[src/rtl/dma_xfer_pkg.sv]
package dma_xfer_pkg;

    localparam int CFG_W = 6;

    typedef enum logic [1:0] {
        XM_DEMAND  = 2'b00,
        XM_SINGLE  = 2'b01,
        XM_BLOCK   = 2'b10,
        XM_CASCADE = 2'b11
    } xmode_e;

    typedef enum logic [1:0] {
        XT_VERIFY   = 2'b00,
        XT_TO_MEM   = 2'b01,
        XT_FROM_MEM = 2'b10,
        XT_BAD      = 2'b11
    } xtype_e;

    typedef struct packed {
        xmode_e run_mode;
        logic   down;
        logic   auto_ld;
        xtype_e xtype;
    } chan_cfg_t;

endpackage

[src/rtl/dma_fixed_prio.sv]
module dma_fixed_prio #(
    parameter int N = 4
) (
    input  logic         en,
    input  logic [N-1:0] req,
    output logic [N-1:0] gnt
);
    always_comb begin
        logic taken;
        taken = 1'b0;
        gnt   = '0;
        for (int i = 0; i < N; i++) begin
            if (en && req[i] && !taken) begin
                gnt[i] = 1'b1;
                taken  = 1'b1;
            end
        end
    end
endmodule

[src/rtl/dma_addr_form.sv]
module dma_addr_form #(
    parameter int AW   = 16,
    parameter int PW   = 8,
    parameter bit WIDE = 1'b0
) (
    input  logic [PW-1:0]    page,
    input  logic [AW-1:0]    word,
    output logic [PW+AW-1:0] phys
);
    generate
        if (WIDE) begin : g_wide
            assign phys = {page, word << 1};
        end else begin : g_narrow
            assign phys = {page, word};
        end
    endgenerate
endmodule

[src/rtl/dma_chan_slot.sv]
module dma_chan_slot
    import dma_xfer_pkg::*;
#(
    parameter int AW = 16,
    parameter int CW = 16
) (
    input  logic          clk,
    input  logic          rst,
    input  xmode_e        run_mode,
    input  logic          down,
    input  logic          auto_ld,
    input  logic [AW-1:0] base_addr,
    input  logic [CW-1:0] base_cnt,
    input  logic          ld,
    input  logic          mset,
    input  logic          mclr,
    input  logic          sreq_set,
    input  logic          flag_clr,
    input  logic          dreq,
    input  logic          eop,
    input  logic          gnt,
    output logic          want,
    output logic [AW-1:0] cur_addr,
    output logic [CW-1:0] cur_cnt,
    output logic          mask_q,
    output logic          flag_q
);
    logic sreq_q, run_q, hold_q, last;

    assign last = (cur_cnt == '0);

    always_comb begin
        want = 1'b0;
        if (run_mode != XM_CASCADE) begin
            if (sreq_q) want = 1'b1;
            else begin
                case (run_mode)
                    XM_DEMAND: want = dreq && !mask_q;
                    XM_SINGLE: want = dreq && !mask_q && !hold_q;
                    XM_BLOCK:  want = run_q || (dreq && !mask_q);
                    default:   want = 1'b0;
                endcase
            end
        end
    end

    always_ff @(posedge clk) begin
        if (rst) begin
            cur_addr <= '0;
            cur_cnt  <= '0;
            mask_q   <= 1'b1;
            flag_q   <= 1'b0;
            sreq_q   <= 1'b0;
            run_q    <= 1'b0;
            hold_q   <= 1'b0;
        end else begin
            if (mclr)     mask_q <= 1'b0;
            if (mset)     mask_q <= 1'b1;
            if (flag_clr) flag_q <= 1'b0;
            if (sreq_set) sreq_q <= 1'b1;
            if (!dreq)    hold_q <= 1'b0;
            if (gnt) begin
                cur_addr <= down ? cur_addr - AW'(1) : cur_addr + AW'(1);
                cur_cnt  <= cur_cnt - CW'(1);
                hold_q   <= (run_mode == XM_SINGLE);
                if (last || eop) begin
                    flag_q <= 1'b1;
                    sreq_q <= 1'b0;
                    run_q  <= 1'b0;
                end else begin
                    run_q <= (run_mode == XM_BLOCK);
                end
                if (last) begin
                    if (auto_ld) begin
                        cur_addr <= base_addr;
                        cur_cnt  <= base_cnt;
                    end else begin
                        mask_q <= 1'b1;
                    end
                end
            end
            if (ld) begin
                cur_addr <= base_addr;
                cur_cnt  <= base_cnt;
            end
        end
    end

    AST_CASCADE_IDLE: assert property (@(posedge clk) disable iff (rst)
        (run_mode == XM_CASCADE) |-> !gnt);
    AST_MASK_ON_END: assert property (@(posedge clk) disable iff (rst)
        (gnt && last && !auto_ld) |=> mask_q);
    AST_RELOAD_ON_END: assert property (@(posedge clk) disable iff (rst)
        (gnt && last && auto_ld) |=> (cur_cnt == $past(base_cnt)));
    AST_ADDR_STEP: assert property (@(posedge clk) disable iff (rst)
        (gnt && !(last && auto_ld) && !ld) |=>
        (cur_addr == AW'($past(cur_addr) + ($past(down) ? {AW{1'b1}} : AW'(1)))));
    AST_FLAG_ON_END: assert property (@(posedge clk) disable iff (rst)
        (gnt && (last || eop)) |=> flag_q);
endmodule

[src/rtl/dma_xfer_engine.sv]
module dma_xfer_engine
    import dma_xfer_pkg::*;
#(
    parameter int NCH  = 4,
    parameter int AW   = 16,
    parameter int CW   = 16,
    parameter int PW   = 8,
    parameter bit WIDE = 1'b0
) (
    input  logic                 clk,
    input  logic                 rst,
    input  logic                 cmd_disable,
    input  logic [NCH*CFG_W-1:0] cfg_bus,
    input  logic [NCH*AW-1:0]    base_addr_bus,
    input  logic [NCH*CW-1:0]    base_cnt_bus,
    input  logic [NCH*PW-1:0]    page_bus,
    input  logic [NCH-1:0]       ld_cur,
    input  logic [NCH-1:0]       mask_set,
    input  logic [NCH-1:0]       mask_clr,
    input  logic [NCH-1:0]       swreq_set,
    input  logic                 flag_clr,
    input  logic [NCH-1:0]       dreq,
    input  logic                 eop_in,
    output logic [NCH-1:0]       dack,
    output logic [PW+AW-1:0]     mem_addr,
    output logic                 mem_wr,
    output logic                 mem_rd,
    output logic                 tc_out,
    output logic [NCH-1:0]       flags,
    output logic [NCH-1:0]       masks
);
    chan_cfg_t       cfg_a  [NCH];
    logic [AW-1:0]   addr_a [NCH];
    logic [CW-1:0]   cnt_a  [NCH];
    logic [NCH-1:0]  want;
    logic [AW-1:0]   sel_addr;
    logic [CW-1:0]   sel_cnt;
    logic [PW-1:0]   sel_page;
    xtype_e          sel_type;
    logic            busy;

    generate
        for (genvar i = 0; i < NCH; i++) begin : g_ch
            assign cfg_a[i] = chan_cfg_t'(cfg_bus[i*CFG_W +: CFG_W]);
            dma_chan_slot #(.AW(AW), .CW(CW)) u_slot (
                .clk      (clk),
                .rst      (rst),
                .run_mode (cfg_a[i].run_mode),
                .down     (cfg_a[i].down),
                .auto_ld  (cfg_a[i].auto_ld),
                .base_addr(base_addr_bus[i*AW +: AW]),
                .base_cnt (base_cnt_bus[i*CW +: CW]),
                .ld       (ld_cur[i]),
                .mset     (mask_set[i]),
                .mclr     (mask_clr[i]),
                .sreq_set (swreq_set[i]),
                .flag_clr (flag_clr),
                .dreq     (dreq[i]),
                .eop      (eop_in),
                .gnt      (dack[i]),
                .want     (want[i]),
                .cur_addr (addr_a[i]),
                .cur_cnt  (cnt_a[i]),
                .mask_q   (masks[i]),
                .flag_q   (flags[i])
            );
        end
    endgenerate

    dma_fixed_prio #(.N(NCH)) u_prio (
        .en (!cmd_disable),
        .req(want),
        .gnt(dack)
    );

    always_comb begin
        sel_addr = '0;
        sel_cnt  = '0;
        sel_page = '0;
        sel_type = XT_VERIFY;
        for (int i = 0; i < NCH; i++) begin
            if (dack[i]) begin
                sel_addr = addr_a[i];
                sel_cnt  = cnt_a[i];
                sel_page = page_bus[i*PW +: PW];
                sel_type = cfg_a[i].xtype;
            end
        end
    end

    dma_addr_form #(.AW(AW), .PW(PW), .WIDE(WIDE)) u_addr (
        .page(sel_page),
        .word(sel_addr),
        .phys(mem_addr)
    );

    assign busy   = |dack;
    assign mem_wr = busy && (sel_type == XT_TO_MEM);
    assign mem_rd = busy && (sel_type == XT_FROM_MEM);
    assign tc_out = busy && (sel_cnt == '0);

    AST_ONE_GRANT: assert property (@(posedge clk) disable iff (rst)
        $onehot0(dack));
    AST_OFF_IDLE: assert property (@(posedge clk) disable iff (rst)
        cmd_disable |-> (dack == '0));
    AST_STROBE_EXCL: assert property (@(posedge clk) disable iff (rst)
        (mem_rd || mem_wr) |-> ((dack != '0) && !(mem_rd && mem_wr)));
endmodule

[config.mk]
export PLATFORM = sky130hd
export DESIGN_NAME = dma_xfer_engine
export DESIGN_NICKNAME = d
export VERILOG_FILES = /design/src/rtl/dma_xfer_pkg.sv /design/src/rtl/dma_fixed_prio.sv /design/src/rtl/dma_addr_form.sv /design/src/rtl/dma_chan_slot.sv /design/src/rtl/dma_xfer_engine.sv
export SDC_FILE = /design/constraint.sdc
export NUM_CORES = 1
export LEC_CHECK = 0
export BUFFER_PORTS_ARGS = -buffer_cell sky130_fd_sc_hd__buf_2
export CAP_MARGIN = 20
export CORE_ASPECT_RATIO = 1.5
export CORE_MARGIN = 10
export CORE_UTILIZATION = 30
export CTS_CLUSTER_DIAMETER = 120
export DETAILED_ROUTE_END_ITERATION = 12
export HOLD_SLACK_MARGIN = 0.1
export PLACE_DENSITY_LB_ADDON = 0.08
export SLEW_MARGIN = 20
export SYNTH_ARGS = -nofsm -noshare
export SYNTH_HDL_FRONTEND = slang
export SYNTH_SLANG_ARGS = --single-unit
[constraint.sdc]
create_clock -name clk -period 2.7 [get_ports clk]
set_clock_uncertainty 0.1 [all_clocks]
set_input_delay 0.27 -clock clk [delete_from_list [all_inputs] [get_ports clk]]
set_output_delay 0.27 -clock clk [all_outputs]
set_load 0.005 [all_outputs]
Yosys cells after proc, flatten, opt, wreduce, memory -nomap -nowiden:

Index checks and enable logic that the tools add are counted.

* bits in registers: 148
* bits of input ports: 209
* output and inout port bits: 39

* $add $sub $neg: 12
* eq/ne operators: 18
* multiplexer cells: 126
* reduce and logical (&&, ||, !) cells: 52

Operator list (number)
* $mux 16: 44
* $sub 16x1->16 const B: 8
* $logic_not 16->1: 5
* $mux 1: 70
* $add 16x1->16 const B: 4
* $mux 8: 4
* $logic_and 1x1->1: 18
* $logic_not 1->1: 12
* $pmux 1 s3: 4
* $eq 2x1->1 const B: 5
* $eq 2x2->1 const B: 5
* $logic_not 2->1: 4
* $logic_or 1x1->1: 8
* $mux 2: 4
* $ne 2x1->1 const B: 4
* $ne 2x2->1 const B: 4
* $reduce_bool 2->1: 4
* $reduce_or 4->1: 1

Longest topological paths before layout:

Gate-level depths: netlist of the first run.

* word-level depth: 20
* gate-level depth with buffers: 12
* depth with buffers taken out: 10

Hierarchy:

A second synthesis of the first run with hierarchy kept.

* cell total of the unflattened synthesis: 1567
* area total of the unflattened synthesis: 11996.5 um2

By module, submodules not included
* dma_chan_slot at g_ch[2].u_slot ...: times used 2, cells each 339, area an instance 2720.1 um2, sequential area each 740.7 um2
* dma_chan_slot at g_ch[1].u_slot: times used 1, cells each 349, area an instance 2735.1 um2, sequential area each 740.7 um2
* dma_chan_slot at g_ch[0].u_slot: times used 1, cells each 330, area an instance 2627.5 um2, sequential area each 740.7 um2
* dma_xfer_engine: times used 1, cells each 180, area an instance 948.4 um2, sequential area each 0.0 um2
* dma_addr_form: times used 1, cells each 24, area an instance 180.2 um2, sequential area each 0.0 um2
* dma_fixed_prio: times used 1, cells each 6, area an instance 65.1 um2, sequential area each 0.0 um2

Least setup slack after synthesis of the first run:

OpenSTA, ideal clock, no wires.

* path type: reg-to-reg
* from: reg g_ch[0].u_slot.cur_addr[0]
* to: reg g_ch[0].u_slot.cur_addr[12]
* arrival: 2.171 ns
* required time: 2.484 ns
* path slack: 0.313 ns
* stages on the path, launching flop included: 11
* clock period less this slack: 2.387 ns
* cells stage by stage: dfxtp_1 > inv_1 > fa_1 > nor2b_1 > o21ai_0 > a21oi_1 > o21ai_0 > o311ai_0 > xnor2_1 > o21ai_0 > o211a_1

* longest elaborated chain between the ends: 6
* elaborated cells on any way between the ends: 7
* those cells by class: add/sub: 2; mux: 5

Ends and longest elaborated chain
* from (decl): RTL line dma_chan_slot.sv:23 `output logic [AW-1:0] cur_addr,`
* from (signal assigned): RTL line dma_chan_slot.sv:63 `cur_addr <= down ? cur_addr - AW'(1) : cur_addr + AW'(1);`
* from (signal assigned): RTL line dma_chan_slot.sv:75 `cur_addr <= base_addr;`
* from (signal assigned): RTL line dma_chan_slot.sv:83 `cur_addr <= base_addr;`
* $add 16x1->16 or $sub 16x1->16 (tied branches): RTL line dma_chan_slot.sv:63
* $mux 16 (*): RTL line dma_chan_slot.sv:63
* $mux 16: RTL line dma_chan_slot.sv:74 `if (auto_ld) begin`
* $mux 16 (*): RTL line dma_chan_slot.sv:73 `if (last) begin`
* $mux 16 (*): RTL line dma_chan_slot.sv:62 `if (gnt) begin`
* $mux 16 (*): RTL line dma_chan_slot.sv:82 `if (ld) begin`

Mark *: on every way between the ends. The rest lies on a longest branch, timed or not. The select of a mux whose other input is x is not followed.
A chain may end at the register's enable or synchronous reset.

Worst setup path after layout of the first run:

* from: reg g_ch[1].u_slot.cur_cnt[5]
* to: out tc_out

* longest elaborated chain between the ends: 5

Ends and longest elaborated chain
* from (decl): RTL line dma_chan_slot.sv:24 `output logic [CW-1:0] cur_cnt,`
* from (signal assigned): RTL line dma_chan_slot.sv:64 `cur_cnt <= cur_cnt - CW'(1);`
* from (signal assigned): RTL line dma_chan_slot.sv:76 `cur_cnt <= base_cnt;`
* from (signal assigned): RTL line dma_chan_slot.sv:84 `cur_cnt <= base_cnt;`
* $mux 16 (3 in series): RTL line dma_xfer_engine.sv:82 `if (dack[i]) begin`
* $logic_not 16->1: RTL line dma_xfer_engine.sv:100 `assign tc_out = busy && (sel_cnt == '0);`
* $logic_and 1x1->1: RTL line dma_xfer_engine.sv:100
* to (decl): RTL line dma_xfer_engine.sv:28 `output logic tc_out,`

No other way between the ends.

==> metrics list, run 1 <==
- The run finished, with violations left.
- The checks that failed: setup timing.
- Sequential cell fraction of total power: 0.314
- Worst setup slack after layout: -0.252 ns
- Number of pins with negative max-slew slack in the final report: 0
* Combinational power share: 0.381
- Setup violations remaining at the end of the flow were counted as 24.
* Floorplan die area: approximately 0.045 sq mm
- IR analysis of the VDD net gives a maximum drop of 319 uV.
- For this design the ratio of total power to cell area is 518 mW/mm^2.
- Starting density of the core: 0.304
- Across every metal layer, demand over resource in global routing totals 0.206.
- The slowest stage of the critical path is the or4_4 cell.
- Cell Chain, Critical Path: or4_4 > or2_1 > nand2b_4 > or3_4 > a21oi_2 > o21a_1 > buf_2
* Worst path buffer plus inverter count: 1
* Fmax: 339 MHz
* Startpoint types: register
* Ratio of final minimum period to clock period: 1.09
* Post-layout utilization of the core: 0.442
* Slew margin rel.: 0.415
* Antenna violations before repair: 1
- FF+latch count, synth: between 100 and 150
* DRC viols: 0
- The core region is 0.0367 sq mm.
* Clock root cell: clkbuf_16
* Non-Filler Cell Area, Final: about 0.016 sq mm
- Clock share of power: 0.305
* Mean instance size in the synthesized netlist: 7.25 sq um
* Total clock buffers created by CTS: 17
* Worst hold path class: in -> reg
- Largest incremental delay on the critical path: 0.55 ns
- The share of the Yosys chip area taken by registers is 0.266.
- Post-synth top flop: dfxtp_1
* Clk buf depth: 2
- Post-route antenna net violation count: 0
* Endpoint class of the critical path: output pin
- Area post-placement: roughly 0.013 sq mm
- Mean number of vias per cell: 5.27
- The first global-routing pass estimated 74300 microns of wire.
* Ratio of cells with drive above 1 in the final layout: 0.259
* Remaining Overflow, GRT: 0
* Largest net degree at the start of global routing: 77
- WL final: approximately 48000 microns
* Die H: 256 microns
- Top-area cell type share of the netlist area: 0.266
* Number of vias after detailed routing: 13.0k
- In the synthesized netlist the async set-or-reset flop fraction comes to 0.
- After detailed routing, the average wire length per cell comes to 19.5 microns.
- Counting flops with a built-in enable in the synthesized netlist gives 0.
- The cell area that synthesis handed to floorplanning was 0.0111 sq mm.
* Number of levels in the clock H-tree: 4
- The setup path with the least slack is of type reg -> out.
- Worst-Skew Late Latency: ~0.45 ns
- Summed over all nets, the switching power comes to 2.98 mW.
- Critical-path maximum fanout: 5
- Setup repair after global routing could not meet its margin everywhere.
- In this design, the largest share of critical-path delay is due to simple AND/OR/NAND/NOR gates.
- Post-synthesis instance total: 1536
- In the final design database the tool counted 2243 nets.
* Internal power: between 5 and 6 mW
- Switching share of total power: 0.355
- Overall power consumption after layout is estimated at 8.40 mW.
- The first routing iteration left 723 violations.
- Leaving out fill and tap cells, the most frequent cell in the layout is buf_2.
- The final count of hold timing violations was 0.
- Clock-pin slew was measured on the worst setup and hold paths at 0.07 ns.
- The congestion estimate from routability-driven global placement came to 0.856.
* Number of warnings issued by yosys: 0
- roughly 250 I/O pins were placed.
- In the final timing run, aggregate negative setup slack is -1.42 ns.
- By area the synthesized netlist is led by dfxtp_1 27%, ha_1 7.2%, a21oi_1 7.1%.
* DP Wirelength: 35000 microns
* Cell taking the most area after synthesis: dfxtp_1
- Clock sink count: 148
- Via count of the first global-routing pass: ~13k
* Die X: between 150 and 200 microns
- For the pin with the worst max-slew slack, the measured transition is roughly 0.88 ns.
- The worst path in the final design needs a cycle of between 2 and 3 ns, including I/O delays and setup.
- Cell Rows: 86
- Post-synthesis to final-layout area growth: 45.6%
- At the worst endpoint, the required time is 2.33 ns.
- Max-cap check violation count: 0
- Length of the first detailed-routing pass in iterations: 5
- Critical path arrival: 2.58 ns
- Port buffering added 247 buffers.
- The analysis attributes to cell leakage a power of 6.90 nW.
* Count of different cell masters after synthesis: 74
- TritonCTS built the clock tree.
- Synth Net Count: between 1.5k and 2k
- Leaving out fill and tap cells, the most frequent cells in the layout are 243 x buf_2, 184 x nor2_1, 153 x nand2_1.
- Worst slack at placement: -0.0631 ns
[power by group through the flow]
stage / Clock (mW) / Combinational, mW / Sequential, mW
after floorplan: 0 / 1.87 / 2.60
after global placement: 0 / 2.84 / 2.68
after detailed placement: 0 / 2.86 / 2.68
after CTS: 2.62 / 3.15 / 2.63
after global routing: 2.70 / 3.56 / 2.67
final: 2.56 / 3.20 / 2.64
[path summary, 6_finish.rpt]
path / start / to / slack (ns) / depth (start not counted)
max: g_ch[1].u_slot.cur_cnt[5] / tc_out / -0.25 / 7
max reg2reg: g_ch[0].u_slot.mask_q / g_ch[3].u_slot.cur_addr[15] / 0.09 / 13
min reg2reg: g_ch[2].u_slot.run_q / g_ch[2].u_slot.run_q / 0.38 / 2
min: base_cnt_bus[10] / g_ch[0].u_slot.cur_cnt[10] / 0.11 / 5
[flip-flops by register name, indices dropped and copies added (netlist names)]
| signal | cells |
|---|---|
| g_ch.u_slot.cur_addr | 64 |
| g_ch.u_slot.hold_q | 4 |
| g_ch.u_slot.mask_q | 4 |
| g_ch.u_slot.run_q | 4 |
| g_ch.u_slot.cur_cnt | 64 |
| g_ch.u_slot.flag_q | 4 |
| g_ch.u_slot.sreq_q | 4 |
[stage by stage]
step           hold WS [ns]  cells
6_report              0.113   2463
5_1_grt               0.131   2462
4_1_cts               0.100   2448
3_5_place_dp          0.350   2266
3_3_place_gp          0.346   2266
2_1_floorplan         0.268   1536
[synthesized netlist by cell type (all sizes together), types with 18 or more instances]
library cell and instances:
nor2 189, a21oi 158, nand2 154, dfxtp 148, o21ai 122, nor3 81, nand3 72, ha 64
buf 62, a211oi 59, inv 47, clkbuf 45, a221o 23, a311oi 23, a31oi 22, a22oi 20
xnor2 20, a21o 18
[cell type report]
cell class                 instances  area (sq um)
fill                            3799         20500
multi-input combinational       1234          7810
timing repair buffer             518          4040
sequential                       148          2980
tap                              484           606
clock buffer                      22           474
inverter                          47           184
clock inverter                     9           128
antenna                            1          2.50
[worst min-delay path, delay by kind of cell]
| family | cells | cell delay (ns) |
|---|---|---|
| and+or+nand+nor | 2 | 0.14 |
| AOI/OAI and AO/OA | 2 | 0.15 |
| buffers and inverters | 1 | 0.07 |
[cell families (layout without fill, tap and decap cells)]
| kind of cell | after synthesis | after routing | share of synthesized area |
|---|---|---|---|
| other cells | 0 | 1 | 0 |
| buf+inv | 154 | 596 | 0.0664 |
| mux | 3 | 3 | 0.00270 |
| compound gates | 519 | 519 | 0.299 |
| xor+xnor | 37 | 37 | 0.0291 |
| fa+ha+maj | 68 | 68 | 0.0791 |
| flops | 148 | 148 | 0.266 |
| simple gates | 607 | 607 | 0.257 |
[routing by layer]
| layer | share of wire | track usage |
|---|---|---|
| met1 | 0.41 | 0.231 |
| met2 | 0.50 | 0.365 |
| met3 | 0.043 | 0.0375 |
| met4 | 0.042 | 0.0977 |
| met5 | 0.00015 | 0 |
[what timing repair did]
item / 4_1_cts / 5_1_grt
hold buffers: 131 / 1
gates resized for setup: 84 / 30
setup buffers: 15 / 12
hold endpoints to repair: 123 / 1
gates cloned: 5 / 3
setup endpoints to repair: 28 / 36
pin swaps: 11 / 18
No activity file was read; power rests on OpenSTA's default activity.
==> inputs of run 2 (changes only) <==
==> constraint.sdc (replaced) <==
create_clock -name clk -period 2.7 [get_ports clk]
set_clock_uncertainty 0.1 [all_clocks]
set_input_delay 0.81 -clock clk [delete_from_list [all_inputs] [get_ports clk]]
set_output_delay 0.81 -clock clk [all_outputs]
set_load 0.005 [all_outputs]
==> metrics list, run 2 (same netlist as run 1, synthesis figures left out) <==
- Result of the run: finished with violations
* Violations in the final reports: setup timing
* Endpoint class of the critical path: output pin
- After the first detailed-routing iteration, the DRC count stood at just over 700.
* Io pins: 248
- Setup slack on the critical path of the routed design comes to -0.768 ns.
* Critical path arrival: 2.56 ns
* Most used cells in the layout excluding fill and tap cells: 263 x buf_4, 235 x buf_2, 172 x nor2_1
* Worst-Skew Late Latency: 0.45 ns
- In this run the power spent charging and discharging nets is 3.24 mW.
* Internal power: 6.03 mW
- Of the available clock period, the critical path in the final layout requires 1.28.
- RSZ-0062 raised after global routing: true
- Die H: 256 microns
- Wires add up to 50600 microns.
- Combinational power share: 0.409
- The clock tree synthesis step divided the H-tree into 4 levels.
- Critical-path maximum fanout: 5
- Across every metal layer, demand over resource in global routing totals 0.212.
- TritonCTS created 17 clock buffers.
- Detailed placement ended at an HPWL of roughly 38000 microns.
* Worst setup path class: reg -> out
- The floorplan step defined a die boundary enclosing 0.0454 sq mm.
* Number of buffers added on ports: 247
- In this run the remaining antenna-violating nets after routing total 0.
- Post-synthesis to final-layout area growth: 54.6%
- Clock root cell: clkbuf_16
* Number of vias after detailed routing: between 10k and 15k
* Net total in the final layout: about 2.3k
- In this run the deepest clock path goes through 2 buffers.
* Total power divided by cell area: 538 mW/mm^2
- Cell Rows: 86
* Clock sink count: 148
* Fmax: 288 MHz
* Hold-fix buffer count after cts: 0
- TritonCTS clock tree: done
- After clock tree synthesis, the clock-pin slew on the worst setup and hold paths is 0.07 ns.
* Routability-driven placement congestion ratio: 0.885
* Via count of the first global-routing pass: 13.7k
* Slew margin rel.: 0.567
- Antenna violations before repair: 7
* Static power due to leakage: roughly 7.5 nW
* Commonest non-fill, non-tap cell in the layout: buf_4
* Hold-critical path endpoint: g_ch[2].u_slot.run_q
- Of the total power, the share spent switching nets is 0.349.
- Max-cap violations in this run came to 0.
- The share of total power dissipated in the clock network is 0.304.
* Cells on worst reg2reg path: 13
* Area inside the core boundary: 0.0367 sq mm
- After detailed placement, the total cell area comes to 0.0152 sq mm.
- Across all register-to-register paths, the minimum setup slack is -0.04 ns.
* Non-Filler Cell Area, Final: 0.0172 sq mm
* Worst hold path class: reg -> reg
* Final hold violation count: 0
* Starting density of the core: 0.304
- At the pin with the least slew margin, the transition time is 0.640 ns.
- Worst endpoint required time: about 1.8 ns
- After detailed routing, the number of remaining DRC violations is 0.
- In the routed layout, each cell is associated on average with a via count of 5.35.
- Number of pins with negative max-slew slack in the final report: 0
* Startpoint types: register
* Length of the first detailed-routing pass in iterations: 5
- On the final layout, the worst hold slack is 0.374 ns.
- Post-detailed-route wirelength per cell: 20.1 microns
- In this run the critical register-to-register path is captured at g_ch[3].u_slot.cur_cnt[15].
- Shortest clock period the worst path allows after layout: 3.47 ns
* Start point of the worst hold path: g_ch[2].u_slot.run_q
- FF-to-FF Start: g_ch[0].u_slot.hold_q
* First-pass GRT wire length: 76400 microns
* Maximum ir drop on the vdd rail: 434 uV
* Remaining Overflow, GRT: 0
- In the final layout, the share of cells above drive strength 1 is 0.384.
- Sequential cell fraction of total power: 0.288
- Setup violations remaining at the end of the flow were counted as 38.
- Largest net degree at the start of global routing: 54
- From left edge to right edge, the die measures around 180 microns.
- Number of cells traversed by the worst hold path: 2
- Overall power after layout: 9.26 mW
* Worst slack at placement: -0.701 ns
- In the final layout, the registers with the most flip-flops are g_ch.u_slot.cur_addr: 64 flops, g_ch.u_slot.cur_cnt: 64 flops.
[run 2: cell types whose count changed in the layout (fill, tap and decap cells not counted), moves of 10 or more]
cell / before / now
buf_12: 18 / 28
o21ai_1: 7 / 24
a211oi_1: 57 / 47
a21oi_2: 26 / 42
buf_4: 102 / 263
nor2_1: 184 / 172
dlygate4sd3_1: 131 / 0
buf_6: 16 / 29
a21oi_1: 123 / 107
o21ai_0: 114 / 89
[run 2: worst max-delay path by stage]
stage	start	to	slack [ns]	cells after the start
after floorplan	cfg_bus[5]	mem_wr	-0.36	9
after global placement	cfg_bus[5]	mem_wr	-0.71	10
after detailed placement	cfg_bus[5]	mem_wr	-0.70	10
after CTS	g_ch[1].u_slot.cur_cnt[5]	tc_out	-0.83	7
after global routing	g_ch[3].u_slot.cur_cnt[9]	tc_out	-0.89	9
final	g_ch[1].u_slot.cur_cnt[5]	tc_out	-0.77	7
[run 2: worst max-delay path, cell delays in order (launching register included)]
cell and delay, ns:
dfxtp_2 0.35, or4_4 0.52, or2_1 0.24, nand2b_4 0.15
or3_4 0.43, a21oi_4 0.16, o21a_1 0.15, buf_2 0.12
[run 2: final cells by class]
class / count / area (sq um)
clock inverters: 13 / 230
diodes: 3 / 7.51
repair buffers: 574 / 4460
well taps: 484 / 606
inverters: 47 / 184
multi-input cells: 1236 / 8320
fillers: 3758 / 19500
clock buffers: 18 / 439
flip-flops and latches: 148 / 2970
[run 2: repair_timing]
action / CTS / global route
buffers inserted: 17 / 9
endpoints found under the setup margin: 40 / 97
gates cloned: 8 / 7
gates resized for setup: 71 / 137
pin swaps: 17 / 59
[run 2: stage by stage]
stage	setup TNS, ns	util	std cells
after floorplan	-8.66	-	1536
after global placement	-48.38	0.415	2453
after detailed placement	-50.81	0.415	2453
after CTS	-18.29	0.450	2507
after global routing	-20.94	0.469	2522
final	-19.17	0.469	2523
[run 2: power groups by stage]
| stage | clock network, mW | registers [mW] | logic (mW) |
|---|---|---|---|
| floorplan | 0 | 2.60 | 1.95 |
| global placement | 0 | 2.70 | 3.36 |
| detailed placement | 0 | 2.70 | 3.38 |
| CTS | 2.88 | 2.65 | 3.55 |
| global route | 2.95 | 2.69 | 4.17 |
| finish | 2.81 | 2.67 | 3.79 |
[run 2: metal layers]
metal | up-vias | GRT usage | share of wire
li1 | 6631 | - | -
met1 | 6472 | 0.246 | 0.41
met2 | 335 | 0.384 | 0.52
met3 | 62 | 0.0400 | 0.048
met4 | 8 | 0.0569 | 0.024
met5 | - | 0 | 0.0011
==> inputs of run 3 (changes only) <==
==> constraint.sdc (replaced) <==
create_clock -name clk -period 4 [get_ports clk]
set_clock_uncertainty 0.1 [all_clocks]
set_input_delay 1.2 -clock clk [delete_from_list [all_inputs] [get_ports clk]]
set_output_delay 1.2 -clock clk [all_outputs]
set_load 0.005 [all_outputs]
==> metrics list, run 3 (same netlist as run 1, synthesis figures left out) <==
- The run finished, with violations left.
- Violations in the final reports: setup timing
- Worst setup slack after layout: -0.0696 ns
- Before antenna repair, the detailed router went through 5 iterations.
* Final setup fails: 25
- Hold-fix buffer count after cts: 0
- The worst pin sits at a relative slew slack of 0.388.
- The largest individual stage delay along the critical path comes from the cell or3_4.
* Total clock buffers created by CTS: 17
- Antenna violations before repair: 5
- DP Wirelength: 36800 microns
- Relative to the synthesized area, the layout overhead comes to 28.9%.
- Die H: 256 microns
- Critical-path maximum fanout: 7
* Cell Chain, Critical Path: buf_8 > nand2_4 > and3b_1 > or3_4 > clkinv_4 > nor4_4 > buf_6 > a221o_1 > and2_1 > buf_2
- The filler cells instantiated in the layout total slightly below 4k.
- At the worst endpoint, the arrival time is approximately 2.8 ns.
* Tightest Pin Transition: 0.919 ns
- Worst-Skew Late Latency: 0.45 ns
- Worst hold path class: reg -> reg
- Remaining Overflow, GRT: 0
* Number of cells in the finished layout apart from fillers: 2286
- Fmax: 246 MHz
* Final hold violation count: 0
- Largest net degree at the start of global routing: 73
- Floorplan die area: 0.0454 sq mm
* TritonCTS clock tree: done
- Endpoint class of the critical path: output pin
- Via count of the first global-routing pass: 12.4k
- WL final: 47100 microns
- DRC viols: 0
- The top cell types in the final layout, fill and taps aside, are 242 x buf_2, 183 x nor2_1, 148 x dfxtp_1.
- Across the run, the number of max-cap violations was 0.
* Io pins: 248
- The first global-routing pass estimated slightly above 70000 microns of wire.
- Post-route antenna net violation count: 0
* Worst endpoint required time: 2.70 ns
* Total power divided by cell area: 387 mW/mm^2
* Ratio of cells with drive above 1 in the final layout: 0.250
- Clk buf depth: 2
* Mean number of vias per cell: approximately 5.4
- Routability-driven placement finished with a final weighted congestion of ~0.84.
- The final count of pins violating max slew came to 0.
* Starting density of the core: 0.304
- Leading registers by flop count: g_ch.u_slot.cur_addr: 64 flops, g_ch.u_slot.cur_cnt: 64 flops
- The design draws 5.56 mW.
- The detailed router finished its first iteration with 668 violations.
* Startpoint types: input port
- In the final routed layout, each cell accounts on average for 20.6 microns.
- The library cell used most frequently in the layout, excluding fill and tap cells, is buf_2.
* Worst setup path class: in -> out
* Internal power: 3.60 mW
- For this run, the post-layout net count is about 2.1k.
- # placed instances: 2240
- The smallest clock period supported by the final layout is computed as ~4 ns.
- Number of buffers added on ports: 247
* Clock root cell: clkbuf_16
* Area inside the core boundary: between 0.03 and 0.04 sq mm
- Number of levels in the clock H-tree: 4
- Sequential cell fraction of total power: 0.328
- Across the VDD grid, the largest voltage drop is between 200 and 250 uV.
- Combinational power share: 0.341
- The die is 177 microns wide.
* Number of vias after detailed routing: 12.3k
- For this design the total switching power over the nets is 1.96 mW.
- Cell Rows: 86
- Clock tree synthesis found a total of 148 sinks.
- Switching share of total power: 0.352
- The largest single stage delay on the critical path is 0.36 ns.
* Ratio of final minimum period to clock period: 1.02
- In this run the static leakage power is 6.11 nW.
* Clock transition at the register clock pins on the worst setup and hold paths after CTS: ~0.060 ns
- RSZ-0062 raised after global routing: true
* Clock share of power: 0.331
- Total global routing track utilization: 0.203
-- run 3: cell count changes in the layout (fill, tap and decap cells not counted), moves of 8 or more --
cell and change:
o21ai_1 -18, a311oi_1 +9, buf_4 -192, buf_16 -8, buf_12 -20, nor2_1 +11, a311oi_2 -9, a211oi_2 -10
a21oi_1 +24, buf_6 -19, a21oi_2 -21, a211oi_1 +11, o21ai_2 -8, o21ai_0 +26
-- run 3: per-stage QoR --
step	cell area [sq um]	TNS, ns	utilization	worst slack, ns	hold WS [ns]
floorplan	11100	0	-	0.0412	0.332
global placement	13200	-7.49	0.359	-0.305	0.356
detailed placement	13200	-8.71	0.359	-0.362	0.358
CTS	14100	-2.03	0.384	-0.126	0.375
global route	14400	-2.47	0.391	-0.121	0.390
finish	14400	-1.16	0.391	-0.0696	0.377
-- run 3: what timing repair did --
action                                  in CTS  in global routing
cloned                                       2                  1
setup buffers                                6                  5
hold endpoints to repair                     0                  0
resized for setup                           43                 46
pin swaps                                   11                 25
endpoints found under the setup margin      28                 29
-- run 3: final timing paths --
kind                             start                         to  slack, ns  cells after the start
max                         cfg_bus[5]                     mem_wr      -0.07                     10
min               g_ch[2].u_slot.run_q       g_ch[2].u_slot.run_q       0.38                      2
max reg2reg  g_ch[3].u_slot.cur_cnt[8]  g_ch[3].u_slot.cur_cnt[7]       0.94                      9
min reg2reg       g_ch[2].u_slot.run_q       g_ch[2].u_slot.run_q       0.38                      2
-- run 3: metal layers --
layer	track usage	up-vias	routed length, microns
met5	0	-	14
li1	-	6155	-
met1	0.233	5829	19500
met2	0.364	305	24200
met4	0.0708	4	1260
met3	0.0373	47	2180
-- run 3: power by group through the flow --
stage	Clock, mW	Combinational, mW	Sequential [mW]
after global placement	0	1.82	1.86
after floorplan	0	1.26	1.75
after CTS	1.89	1.88	1.83
after detailed placement	0	1.82	1.86
final	1.84	1.90	1.82
after global routing	1.94	2.13	1.85
-- run 3: layout make-up --
| cell class | instances | area (sq um) | share of cell area |
|---|---|---|---|
| Clock inverter | 8 | 174 | 0.0121 |
| Inverter | 47 | 181 | 0.0126 |
| Multi-Input combinational cell | 1234 | 7760 | 0.540 |
| Tap cell | 484 | 606 | 0.0422 |
| Antenna cell | 4 | 10.0 | 0.000697 |
| Sequential cell | 148 | 2960 | 0.206 |
| Clock buffer | 21 | 470 | 0.0328 |
| Timing Repair Buffer | 340 | 2190 | 0.153 |
-- run 3: critical path, delay by kind of cell --
family / cells / cell delay [ns]
AO/OA/AOI/OAI: 1 / 0.31
buffers and inverters: 4 / 0.45
AND/OR/NAND/NOR: 5 / 0.79
